File: src/rtl/rq_pkg.sv
package rq_pkg;
  // which store feeds an issue lane this cycle
  typedef enum logic [1:0] {
    LANE_IDLE = 2'd0,
    LANE_HI   = 2'd1,
    LANE_LO   = 2'd2
  } lane_e;
endpackage

File: src/rtl/rq_fifo.sv
module rq_fifo #(
  parameter int W     = 8,
  parameter int DEPTH = 4
) (
  input  logic                          clk_i,
  input  logic                          rst_ni,
  input  logic                          push_i,
  input  logic [W-1:0]                  data_i,
  input  logic                          pop_i,
  output logic [W-1:0]                  data_o,
  output logic                          empty_o,
  output logic                          full_o,
  output logic [$clog2(DEPTH+1)-1:0]    count_o
);
  localparam int AW = (DEPTH > 1) ? $clog2(DEPTH) : 1;
  localparam int CW = $clog2(DEPTH+1);

  logic [W-1:0]  mem_q [DEPTH];
  logic [AW-1:0] wptr_q, rptr_q;
  logic [CW-1:0] count_q;

  function automatic logic [AW-1:0] bump(input logic [AW-1:0] p);
    return (p == AW'(DEPTH-1)) ? '0 : p + AW'(1);
  endfunction

  always_ff @(posedge clk_i) begin
    if (push_i) mem_q[wptr_q] <= data_i;
  end

  always_ff @(posedge clk_i or negedge rst_ni) begin
    if (!rst_ni) begin
      wptr_q  <= '0;
      rptr_q  <= '0;
      count_q <= '0;
    end else begin
      if (push_i) wptr_q <= bump(wptr_q);
      if (pop_i)  rptr_q <= bump(rptr_q);
      count_q <= count_q + CW'(push_i) - CW'(pop_i);
    end
  end

  assign data_o  = mem_q[rptr_q];
  assign empty_o = (count_q == '0);
  assign full_o  = (count_q == CW'(DEPTH));
  assign count_o = count_q;

  p_no_overflow_r10: assert property (@(posedge clk_i) disable iff (!rst_ni)
    push_i |-> !full_o);
  p_no_underflow_r10: assert property (@(posedge clk_i) disable iff (!rst_ni)
    pop_i |-> !empty_o);
endmodule

File: src/rtl/rq_credit.sv
module rq_credit #(
  parameter int CREDITS = 8
) (
  input  logic                          clk_i,
  input  logic                          rst_ni,
  input  logic                          take_i,
  input  logic                          give_rd_i,
  input  logic                          give_wr_i,
  output logic [$clog2(CREDITS+1)-1:0]  credit_o,
  output logic                          has_o
);
  localparam int CRW = $clog2(CREDITS+1);
  logic [CRW-1:0] credit_q;

  always_ff @(posedge clk_i or negedge rst_ni) begin
    if (!rst_ni) credit_q <= CRW'(CREDITS);
    else         credit_q <= credit_q - CRW'(take_i) + CRW'(give_rd_i) + CRW'(give_wr_i);
  end

  assign credit_o = credit_q;
  assign has_o    = (credit_q != '0);

  p_credit_bound_r8: assert property (@(posedge clk_i) disable iff (!rst_ni)
    credit_q <= CRW'(CREDITS));
  p_no_take_at_zero_r8: assert property (@(posedge clk_i) disable iff (!rst_ni)
    take_i |-> credit_q != '0);
endmodule

File: src/rtl/rq_issue_arb.sv
module rq_issue_arb
  import rq_pkg::*;
(
  input  logic  clk_i,
  input  logic  rst_ni,
  input  logic  hr_ne_i,
  input  logic  hw_ne_i,
  input  logic  lo_ne_i,
  input  logic  lo_wr_i,
  input  logic  wspace_i,
  input  logic  rd_ready_i,
  output lane_e rd_lane_o,
  output lane_e wr_lane_o,
  output logic  pop_hr_o,
  output logic  pop_hw_o,
  output logic  pop_lo_o
);
  // high lanes run independently; low store waits until both are empty
  always_comb begin
    rd_lane_o = LANE_IDLE;
    wr_lane_o = LANE_IDLE;
    if (hr_ne_i || hw_ne_i) begin
      if (hr_ne_i)             rd_lane_o = LANE_HI;
      if (hw_ne_i && wspace_i) wr_lane_o = LANE_HI;
    end else if (lo_ne_i) begin
      if (!lo_wr_i)      rd_lane_o = LANE_LO;
      else if (wspace_i) wr_lane_o = LANE_LO;
    end
  end

  assign pop_hr_o = (rd_lane_o == LANE_HI) && rd_ready_i;
  assign pop_hw_o = (wr_lane_o == LANE_HI);
  assign pop_lo_o = ((rd_lane_o == LANE_LO) && rd_ready_i) || (wr_lane_o == LANE_LO);

  p_lo_after_hi_r3: assert property (@(posedge clk_i) disable iff (!rst_ni)
    pop_lo_o |-> !hr_ne_i && !hw_ne_i);
  p_pull_needs_space_r7: assert property (@(posedge clk_i) disable iff (!rst_ni)
    (wr_lane_o != LANE_IDLE) |-> wspace_i);
endmodule

File: src/rtl/rq_split_queue.sv
module rq_split_queue
  import rq_pkg::*;
#(
  parameter int TW      = 8,
  parameter int DW      = 16,
  parameter int QDEPTH  = 4,
  parameter int CREDITS = 8,
  parameter int WBUF    = 2
) (
  input  logic                          clk_i,
  input  logic                          rst_ni,
  input  logic                          req_valid_i,
  input  logic                          req_prio_i,
  input  logic                          req_write_i,
  input  logic [TW-1:0]                 req_tag_i,
  output logic [1:0]                    req_ready_o,
  output logic [$clog2(CREDITS+1)-1:0]  credit_o,
  output logic                          rd_cmd_valid_o,
  input  logic                          rd_cmd_ready_i,
  output logic [TW-1:0]                 rd_cmd_tag_o,
  output logic                          rd_cmd_prio_o,
  input  logic                          rd_rsp_valid_i,
  input  logic [DW-1:0]                 rd_rsp_data_i,
  output logic                          ret_valid_o,
  output logic                          ret_prio_o,
  output logic [TW-1:0]                 ret_tag_o,
  output logic [DW-1:0]                 ret_data_o,
  output logic                          pull_valid_o,
  output logic [TW-1:0]                 pull_tag_o,
  input  logic                          wdat_valid_i,
  input  logic [DW-1:0]                 wdat_i,
  output logic                          wmem_valid_o,
  input  logic                          wmem_ready_i,
  output logic [TW-1:0]                 wmem_tag_o,
  output logic [DW-1:0]                 wmem_data_o
);
  localparam int QCW = $clog2(QDEPTH+1);
  localparam int PCW = $clog2(CREDITS+1);
  localparam int BCW = $clog2(WBUF+1);
  localparam int RW  = 1 + TW + DW;

  logic has_credit, accept;
  logic hr_push, hw_push, lo_push, pop_hr, pop_hw, pop_lo;
  logic hr_empty, hw_empty, lo_empty, hr_full, hw_full, lo_full;
  logic [TW-1:0] hr_head, hw_head;
  logic [TW:0]   lo_head;
  logic [QCW-1:0] hr_cnt, hw_cnt, lo_cnt;
  lane_e rd_lane, wr_lane;
  logic rd_fire, wmem_fire;

  // request intake
  assign req_ready_o[1] = has_credit && !hr_full && !hw_full;
  assign req_ready_o[0] = has_credit && !lo_full;
  assign accept  = req_valid_i && req_ready_o[req_prio_i];
  assign hr_push = accept &&  req_prio_i && !req_write_i;
  assign hw_push = accept &&  req_prio_i &&  req_write_i;
  assign lo_push = accept && !req_prio_i;

  rq_fifo #(.W(TW), .DEPTH(QDEPTH)) u_hr (
    .clk_i, .rst_ni, .push_i(hr_push), .data_i(req_tag_i), .pop_i(pop_hr),
    .data_o(hr_head), .empty_o(hr_empty), .full_o(hr_full), .count_o(hr_cnt));
  rq_fifo #(.W(TW), .DEPTH(QDEPTH)) u_hw (
    .clk_i, .rst_ni, .push_i(hw_push), .data_i(req_tag_i), .pop_i(pop_hw),
    .data_o(hw_head), .empty_o(hw_empty), .full_o(hw_full), .count_o(hw_cnt));
  rq_fifo #(.W(TW+1), .DEPTH(QDEPTH)) u_lo (
    .clk_i, .rst_ni, .push_i(lo_push), .data_i({req_write_i, req_tag_i}), .pop_i(pop_lo),
    .data_o(lo_head), .empty_o(lo_empty), .full_o(lo_full), .count_o(lo_cnt));

  // write-data reservation: one tag slot per outstanding pull
  logic wtag_empty, wtag_full, wdat_empty, wdat_full;
  logic [BCW-1:0] wtag_cnt, wdat_cnt;

  rq_issue_arb u_arb (
    .clk_i, .rst_ni,
    .hr_ne_i(!hr_empty), .hw_ne_i(!hw_empty), .lo_ne_i(!lo_empty),
    .lo_wr_i(lo_head[TW]), .wspace_i(!wtag_full), .rd_ready_i(rd_cmd_ready_i),
    .rd_lane_o(rd_lane), .wr_lane_o(wr_lane),
    .pop_hr_o(pop_hr), .pop_hw_o(pop_hw), .pop_lo_o(pop_lo));

  assign rd_cmd_valid_o = (rd_lane != LANE_IDLE);
  assign rd_cmd_prio_o  = (rd_lane == LANE_HI);
  assign rd_cmd_tag_o   = (rd_lane == LANE_HI) ? hr_head : lo_head[TW-1:0];
  assign rd_fire        = rd_cmd_valid_o && rd_cmd_ready_i;

  assign pull_valid_o = (wr_lane != LANE_IDLE);
  assign pull_tag_o   = (wr_lane == LANE_HI) ? hw_head : lo_head[TW-1:0];

  assign wmem_valid_o = !wdat_empty;
  assign wmem_fire    = wmem_valid_o && wmem_ready_i;

  rq_fifo #(.W(TW), .DEPTH(WBUF)) u_wtag (
    .clk_i, .rst_ni, .push_i(pull_valid_o), .data_i(pull_tag_o), .pop_i(wmem_fire),
    .data_o(wmem_tag_o), .empty_o(wtag_empty), .full_o(wtag_full), .count_o(wtag_cnt));
  rq_fifo #(.W(DW), .DEPTH(WBUF)) u_wdat (
    .clk_i, .rst_ni, .push_i(wdat_valid_i), .data_i(wdat_i), .pop_i(wmem_fire),
    .data_o(wmem_data_o), .empty_o(wdat_empty), .full_o(wdat_full), .count_o(wdat_cnt));

  // read path: tags wait for in-order memory data, then drain one per cycle
  logic [TW:0]    pend_head;
  logic           pend_empty, pend_full, ret_empty, ret_full;
  logic [PCW-1:0] pend_cnt, ret_cnt;
  logic [RW-1:0]  ret_head;

  rq_fifo #(.W(TW+1), .DEPTH(CREDITS)) u_pend (
    .clk_i, .rst_ni, .push_i(rd_fire), .data_i({rd_cmd_prio_o, rd_cmd_tag_o}),
    .pop_i(rd_rsp_valid_i), .data_o(pend_head), .empty_o(pend_empty),
    .full_o(pend_full), .count_o(pend_cnt));
  rq_fifo #(.W(RW), .DEPTH(CREDITS)) u_ret (
    .clk_i, .rst_ni, .push_i(rd_rsp_valid_i), .data_i({pend_head, rd_rsp_data_i}),
    .pop_i(!ret_empty), .data_o(ret_head), .empty_o(ret_empty),
    .full_o(ret_full), .count_o(ret_cnt));

  assign ret_valid_o = !ret_empty;
  assign {ret_prio_o, ret_tag_o, ret_data_o} = ret_head;

  rq_credit #(.CREDITS(CREDITS)) u_credit (
    .clk_i, .rst_ni, .take_i(accept), .give_rd_i(ret_valid_o), .give_wr_i(wdat_valid_i),
    .credit_o(credit_o), .has_o(has_credit));

  p_rsp_expected_r1: assert property (@(posedge clk_i) disable iff (!rst_ni)
    rd_rsp_valid_i |-> !pend_empty);
  p_wdat_owed_r7: assert property (@(posedge clk_i) disable iff (!rst_ni)
    wdat_valid_i |-> wtag_cnt > wdat_cnt);
  p_req_honours_ready_r9: assert property (@(posedge clk_i) disable iff (!rst_ni)
    req_valid_i && req_prio_i && hr_full |-> !accept);
  p_ret_one_cycle_r6: assert property (@(posedge clk_i) disable iff (!rst_ni)
    ret_valid_o && ret_cnt == PCW'(1) && !rd_rsp_valid_i |=> !ret_valid_o);
endmodule

File: config.mk
export PLATFORM = sky130hd
export DESIGN_NAME = rq_split_queue
export DESIGN_NICKNAME = d
export VERILOG_FILES = /design/src/rtl/rq_pkg.sv /design/src/rtl/rq_fifo.sv /design/src/rtl/rq_credit.sv /design/src/rtl/rq_issue_arb.sv /design/src/rtl/rq_split_queue.sv
export SDC_FILE = /design/constraint.sdc
export NUM_CORES = 1
export LEC_CHECK = 0
export BUFFER_PORTS_ARGS = -buffer_cell sky130_fd_sc_hd__buf_4
export CAP_MARGIN = 20
export CELL_PAD_IN_SITES_DETAIL_PLACEMENT = 0
export CELL_PAD_IN_SITES_GLOBAL_PLACEMENT = 1
export CORE_MARGIN = 2
export CORE_UTILIZATION = 55
export DETAILED_ROUTE_END_ITERATION = 8
export PLACE_DENSITY = 0.8
export SLEW_MARGIN = 40
export SYNTH_ARGS = -nofsm -noshare
export SYNTH_HDL_FRONTEND = slang
export SYNTH_HIERARCHICAL = 1
export SYNTH_SLANG_ARGS = --single-unit
export TNS_END_PERCENT = 20
File: constraint.sdc
create_clock -name clk_i -period 4.41 [get_ports clk_i]
set_input_delay 0.441 -clock clk_i [delete_from_list [all_inputs] [get_ports clk_i]]
set_output_delay 0.441 -clock clk_i [all_outputs]
set_load 0.01 [all_outputs]
==> reports/results.tsv, run 1 <==
stage	metric	value	unit
status	status	completed	
grt	vias in the first global route	9070	
cells_and_area	Non-Filler Instances	1548	
routing	initial drt markers	667	
worst_setup_path	reg2reg start	u_lo/rptr_q[0]	
sta	Slew Limit Fails	0	
job	number of max-cap violations	0	
clock_tree	CTS tree	done	
worst_setup_path	internal reg-to-reg setup slack	1.02	ns
floorplan	Rows	68	
worst_setup_path	Max FO, Critical Path	12	
floorplan	Die Ht	190	um
floorplan	io pins	125	
routing	DRC	0	
floorplan	Die ar.	36200	um^2
placement	hpwl dp	21700	um
worst_setup_path	critical path arrival	3.22	ns
worst_hold_path	hold wc startpoint	wdat_i[7]	
worst_setup_path	Slowest Stage Delay on Critical Path	0.78	ns
worst_setup_path	crit-path cells	mux4_1 > nand2_1 > nor2_2 > nor2b_2 > mux2_2 > buf_4	
sta	slew margin rel.	44.3	%
placement	Inst Count DP	1461	
grt	first-pass GRT wire length	52900	um
yosys	Syn Std Cell Area	19100	um^2
worst_setup_path	Crit-path slowest cell	dfrtp_1	
grt	initial antenna violation count	1	
clock_tree	worst skew pair latency	0.56	ns
sta	setup TNS	0	ns
placement	buffers added on ports	124	
cells_and_area	number of nets in the layout	1152	
clock_tree	CTS Buf Count	46	
sta	final critical-path required period	3.66	ns
sta	hold violation count in the final report	0	
floorplan	initial core utilization	55.5	%
power_and_ir_drop	Static Leak	7.95	nW
yosys	post-synthesis cell count	899	
routing	vias after detailed routing	8653	
clock_tree	CTS Sinks	469	
placement	Routability Congestion	0.758	
worst_setup_path	r2r worst-path depth	6	
routing	Routed Antenna Nets	0	
power_and_ir_drop	power density over the cells	702	nW/um^2
cells_and_area	Fillers	2357	
worst_setup_path	crit path launch type	register	
power_and_ir_drop	VDD IR max	382	uV
worst_hold_path	Hold WC Path Type	in -> reg	
cells_and_area	Multi-input gate area	4830	um^2
yosys	Warnings, synthesis	6	
worst_setup_path	Setup crit start	u_lo/rptr_q[0]	
cells_and_area	Area Overhead vs Synth	15.1	%
sta	Worst-Margin Slew	0.833	ns
cells_and_area	share of cells above drive strength 1	32.5	%
worst_setup_path	Req. time, crit path	3.97	ns
sta	RSZ-0062 raised after global routing	false	
grt	GRT Util Overall	19.7	%
clock_tree	clk slew on worst S/H paths	0.06	ns
clock_tree	Root Buffer	clkbuf_16	
sta	Tcrit/Tclk final	83.1	%
sta	clk_skew	0.0261	ns
grt	largest net degree at the start of global routing	50	
floorplan	Die Span X	190	um
sta	Max Fclk	273	MHz
worst_setup_path	CP Class	reg -> out	
routing	TritonRoute pass-1 iters	4	
routing	routed wire length	35000	um
clock_tree	clock tree buffer depth	3	
routing	WL/cell	22.6	um
clock_tree	post_cts resized	0	
worst_setup_path	crit end category	output pin	
cells_and_area	Reg area	13800	um^2
floorplan	core area	34400	um^2
yosys	syn nets	996	
routing	drt via density	5.59	
worst_setup_path	CP endpoint	pull_tag_o[2]	
sta	number of setup violations in the final report	0	
grt	GRT overflow	0	
clock_tree	# H-tree levels	2	
worst_setup_path	R2R Path End	u_pend/mem_q[5][6]	
yosys	Avg Inst Size Synth	21.2	um^2
critical path: cells and delay by family, from the launching register on:
kind | cells | cell delay, ns
buffers and inverters | 1 | 0.15
DFF | 1 | 0.78
muxes | 2 | 1.11
and+or+nand+nor | 3 | 0.60
how the worst min path moves through the flow:
stage,endpoint,slack (ns),cells after the start
after floorplan,u_credit/credit_o[0],0.15,0
after global placement,u_wdat/wptr_q,0.47,1
after detailed placement,u_wdat/wptr_q,0.47,1
after CTS,u_wdat/mem_q[1][3],0.05,1
after global routing,u_wdat/mem_q[1][3],0.05,1
final,u_wdat/mem_q[1][7],0.08,1
routing by layer:
layer / global-route usage (%) / routed length, um / up-vias
met1: 26.3 / 14700 / 4499
met5: 0 / 0 / -
met2: 34.3 / 18400 / 182
met3: 3.10 / 1280 / 48
met4: 4.59 / 564 / 0
li1: - / - / 3924
area by class of cell:
cell class | instances | area share [%]
flip-flops and latches | 469 | 63.1
multi-input cells | 350 | 22.0
clock buffers | 58 | 5.55
repair buffers | 140 | 4.86
well taps | 455 | 2.60
clock inverters | 27 | 1.03
inverters | 48 | 0.822
diodes | 1 | 0.0114
sequential cells by signal (all words and copies together) (netlist names), 3 cells and up:
signal             cells
u_ret/mem_q          200
u_lo/count_o           3
u_wtag/mem_q          16
u_credit/credit_o      4
u_ret/count_o          4
u_hr/mem_q            32
u_hw/count_o           3
u_ret/wptr_q           3
u_lo/mem_q            36
u_wdat/mem_q          32
u_ret/rptr_q           3
u_pend/rptr_q          3
u_pend/wptr_q          3
u_pend/mem_q          72
u_hw/mem_q            32
u_hr/count_o           3
where the power goes:
group	internal [mW]	switching (mW)	total, mW
clock	2.09	1.60	3.69
combinational	2.51	2.39	4.90
sequential	6.15	0.670	6.82
total	10.8	4.65	15.4
layout by cell type, fill, tap and decap left out, types with 17 or more instances in the layout:
| cell type | n |
|---|---|
| clkbuf_16 | 46 |
| dfrtp_1 | 44 |
| mux4_1 | 60 |
| and2_1 | 17 |
| inv_1 | 48 |
| edfxtp_1 | 420 |
| mux4_2 | 33 |
| mux2_4 | 17 |
| mux2_2 | 72 |
| buf_4 | 138 |
| ha_1 | 42 |
per-stage QoR:
step | setup slack [ns] | instance area [um^2] | hold WS [ns] | utilization [%] | power, mW
after floorplan | 1.62 | 19100 | 0.145 | - | 10.0
after detailed placement | 0.982 | 20500 | 0.474 | 59.6 | 11.9
after CTS | 0.703 | 21900 | 0.0543 | 63.8 | 15.6
final | 0.747 | 21900 | 0.0766 | 63.8 | 15.4
after global routing | 0.568 | 21900 | 0.0538 | 63.8 | 16.2
after global placement | 1.07 | 20500 | 0.467 | 59.5 | 11.7
repair_timing:
action,CTS,global route
endpoints found under the hold margin,48,0
buffers inserted,0,0
hold buffers,1,0
Power figures use the tool's default switching activity.
==> run 2, diff against run 1 <==
--- a/config.mk
+++ b/config.mk
@@ -10,9 +10,9 @@
 export CELL_PAD_IN_SITES_DETAIL_PLACEMENT = 0
 export CELL_PAD_IN_SITES_GLOBAL_PLACEMENT = 1
 export CORE_MARGIN = 2
-export CORE_UTILIZATION = 55
+export CORE_UTILIZATION = 48
 export DETAILED_ROUTE_END_ITERATION = 8
-export PLACE_DENSITY = 0.8
+export PLACE_DENSITY = 0.74
 export SLEW_MARGIN = 40
 export SYNTH_ARGS = -nofsm -noshare
 export SYNTH_HDL_FRONTEND = slang
==> constraint.sdc (replaced) <==
create_clock -name clk_i -period 3.2 [get_ports clk_i]
set_input_delay 0.32 -clock clk_i [delete_from_list [all_inputs] [get_ports clk_i]]
set_output_delay 0.32 -clock clk_i [all_outputs]
set_load 0.01 [all_outputs]
==> reports/results.tsv, run 2 (synthesis gave the netlist of run 1 again) <==
stage	metric	value	unit	change
clock_tree	clock tree buffer depth	3		unchanged
worst_setup_path	crit path launch type	register		unchanged
cells_and_area	ant diodes	0		was 1
cells_and_area	number of flip-flops in the largest register	200		unchanged
routing	vias after detailed routing	8938		was 8653
placement	Inst Count DP	1535		was 1461
sta	final critical-path required period	3.03	ns	
sta	hold slack	0.0295	ns	was 0.0766 ns
grt	first-pass GRT wire length	55100	um	was 52900 um
placement	hpwl dp	22200	um	was 21700 um
sta	slew margin rel.	48.9	%	was 44.3%
routing	WL/cell	21.7	um	was 22.6 um
clock_tree	CTS tree	done		unchanged
worst_setup_path	Req. time, crit path	2.88	ns	was 3.97 ns
job	number of max-cap violations	0		unchanged
power_and_ir_drop	Switching Power	6.48	mW	was 4.65 mW
worst_setup_path	Max FO, Critical Path	11		was 12
power_and_ir_drop	VDD IR max	789	uV	was 382 uV
cells_and_area	number of nets in the layout	1206		was 1152
power_and_ir_drop	clock power share	25.2	%	was 23.9%
sta	RSZ-0062 raised after global routing	false		unchanged
worst_setup_path	crit end category	output pin		unchanged
placement	Routability Congestion	0.732		was 0.758
clock_tree	CTS Buf Count	48		was 46
worst_setup_path	crit-path cells	mux4_1 > nand2_1 > nor2_2 > nor2b_1 > buf_4 > mux2_2 > buf_4		was mux4_1 > nand2_1 > nor2_2 > nor2b_2 > mux2_2 > buf_4
floorplan	initial core utilization	49.0	%	was 55.5%
worst_setup_path	CP bufs+invs	2		was 1
worst_setup_path	most numerous cell on the critical path	buf_4		
grt	GRT overflow	0		unchanged
sta	setup TNS	0	ns	unchanged
power_and_ir_drop	power density over the cells	965	nW/um^2	was 702 nW/um^2
cells_and_area	Top Registers	u_ret/mem_q x200, u_pend/mem_q x72, u_lo/mem_q x36		unchanged
sta	number of setup violations in the final report	0		unchanged
power_and_ir_drop	Power Total	21.8	mW	was 15.4 mW
placement	buffers added on ports	124		unchanged
cells_and_area	share of cells above drive strength 1	31.8	%	was 32.5%
routing	DRC	0		unchanged
grt	vias in the first global route	9427		was 9070
worst_setup_path	critical path arrival	2.71	ns	was 3.22 ns
grt	largest net degree at the start of global routing	50		unchanged
floorplan	Die Ht	203	um	was 190 um
sta	hold violation count in the final report	0		unchanged
worst_hold_path	Hold WC Path Type	in -> reg		unchanged
sta	Tcrit/Tclk final	94.7	%	
clock_tree	CTS Sinks	469		unchanged
clock_tree	post_cts resized	0		unchanged
power_and_ir_drop	switch share	29.7	%	was 30.2%
floorplan	Die ar.	41300	um^2	was 36200 um^2
cells_and_area	commonest non-fill, non-tap cell in the layout	edfxtp_1		unchanged
floorplan	core area	38900	um^2	was 34400 um^2
cells_and_area	most frequent cells in the layout	420 x edfxtp_1, 152 x buf_4, 72 x mux2_2		was 420 x edfxtp_1, 138 x buf_4, 72 x mux2_2
sta	Worst-Margin Slew	0.766	ns	was 0.833 ns
routing	TritonRoute pass-1 iters	4		unchanged
power_and_ir_drop	Reg power frac	42.4	%	was 44.3%
clock_tree	worst skew pair latency	0.58	ns	was 0.56 ns
floorplan	Die Span X	203	um	was 190 um
routing	Routed Antenna Nets	0		unchanged
sta	clk_skew	0.0230	ns	was 0.0261 ns
sta	Max Fclk	330	MHz	
status	status	completed		unchanged
clock_tree	# H-tree levels	2		unchanged
power_and_ir_drop	Comb pwr share	32.4	%	was 31.8%
routing	drt via density	5.37		was 5.59
worst_setup_path	Top delay family on crit path	multiplexers		unchanged
grt	initial antenna violation count	1		unchanged
routing	initial drt markers	536		was 667
power_and_ir_drop	Int Power	15.3	mW	was 10.8 mW
cells_and_area	Reg with most FFs	u_ret/mem_q		unchanged
power_and_ir_drop	Static Leak	8.24	nW	was 7.95 nW
grt	GRT Util Overall	17.9	%	was 19.7%
routing	routed wire length	36100	um	was 35000 um
floorplan	Rows	72		was 68
clock_tree	clk slew on worst S/H paths	0.06	ns	about the same
worst_setup_path	Crit-path slowest cell	dfrtp_1		unchanged
sta	Slew Limit Fails	0		unchanged
floorplan	io pins	125		unchanged
cells_and_area	final core utilization	58.1	%	was 63.8%
cells_and_area	Non-Filler Instances	1665		was 1548
worst_setup_path	CP Class	reg -> out		unchanged
worst_setup_path	Slowest Stage Delay on Critical Path	0.65	ns	was 0.78 ns
clock_tree	Root Buffer	clkbuf_16		unchanged
cells_and_area	Area Overhead vs Synth	18.6	%	was 15.1%
==> run 2: metrics by stage <==
| step | setup slack [ns] | instance area [um^2] |
|---|---|---|
| after floorplan | 0.409 | 19100 |
| after global placement | 0.603 | 20600 |
| after detailed placement | 0.572 | 20600 |
| after CTS | 0.0248 | 22600 |
| after global routing | 0.0226 | 22600 |
| final | 0.170 | 22600 |
==> run 2: layout make-up <==
cell class	instances	area (um^2)
clock inverters	24	249
fillers	2910	16300
flip-flops and latches	469	13800
inverters	48	180
repair buffers	192	1560
well taps	518	648
multi-input cells	350	4810
clock buffers	64	1300
==> run 2: power groups by stage <==
stage / logic, mW / registers [mW] / clock network [mW]
5_1_grt: 7.70 / 9.39 / 5.89
3_5_place_dp: 7.12 / 9.40 / 0
4_1_cts: 7.20 / 9.28 / 5.63
6_report: 7.06 / 9.25 / 5.50
3_3_place_gp: 6.98 / 9.33 / 0
2_1_floorplan: 4.90 / 8.91 / 0
==> run 2: worst paths after layout <==
path	start	end	slack, ns	depth (start not counted)
setup / recovery	u_lo/rptr_q[1]	pull_tag_o[5]	0.17	7
hold / removal	req_tag_i[2]	u_hw/mem_q[3][2]	0.03	1
setup reg to reg	u_lo/rptr_q[1]	u_lo/count_o[2]	0.59	9
hold reg to reg	u_wdat/wptr_q	u_wdat/wptr_q	0.48	1
max in group asynchronous	rst_ni	u_ret/rptr_q[2]	2.35	2
min in group asynchronous	rst_ni	u_wtag/wptr_q	0.34	2
==> run 2: routing by layer <==
layer / part of all wire [%] / up-vias / wire, um / GRT usage [%]
met5: 0.030 / - / 11 / 0
met4: 2.2 / 2 / 804 / 5.34
met3: 5.0 / 64 / 1810 / 3.76
met2: 50 / 201 / 18200 / 30.5
met1: 42 / 4639 / 15300 / 23.2
li1: - / 4032 / - / -
==> run 2: worst reg2reg max path: cells and delay by family, from the launching register on <==
kind,cells,cell delay [ns]
flops,1,0.65
buf+inv,1,0.04
xor+xnor,2,0.28
mux,1,0.41
fa+ha+maj,3,0.72
compound gates,1,0.20
simple gates,1,0.18
==> run 2: timing repair <==
action / CTS / global route
setup endpoints to repair: 0 / 5
buffers inserted: 0 / 4
hold endpoints to repair: 215 / 0
hold buffers: 37 / 0
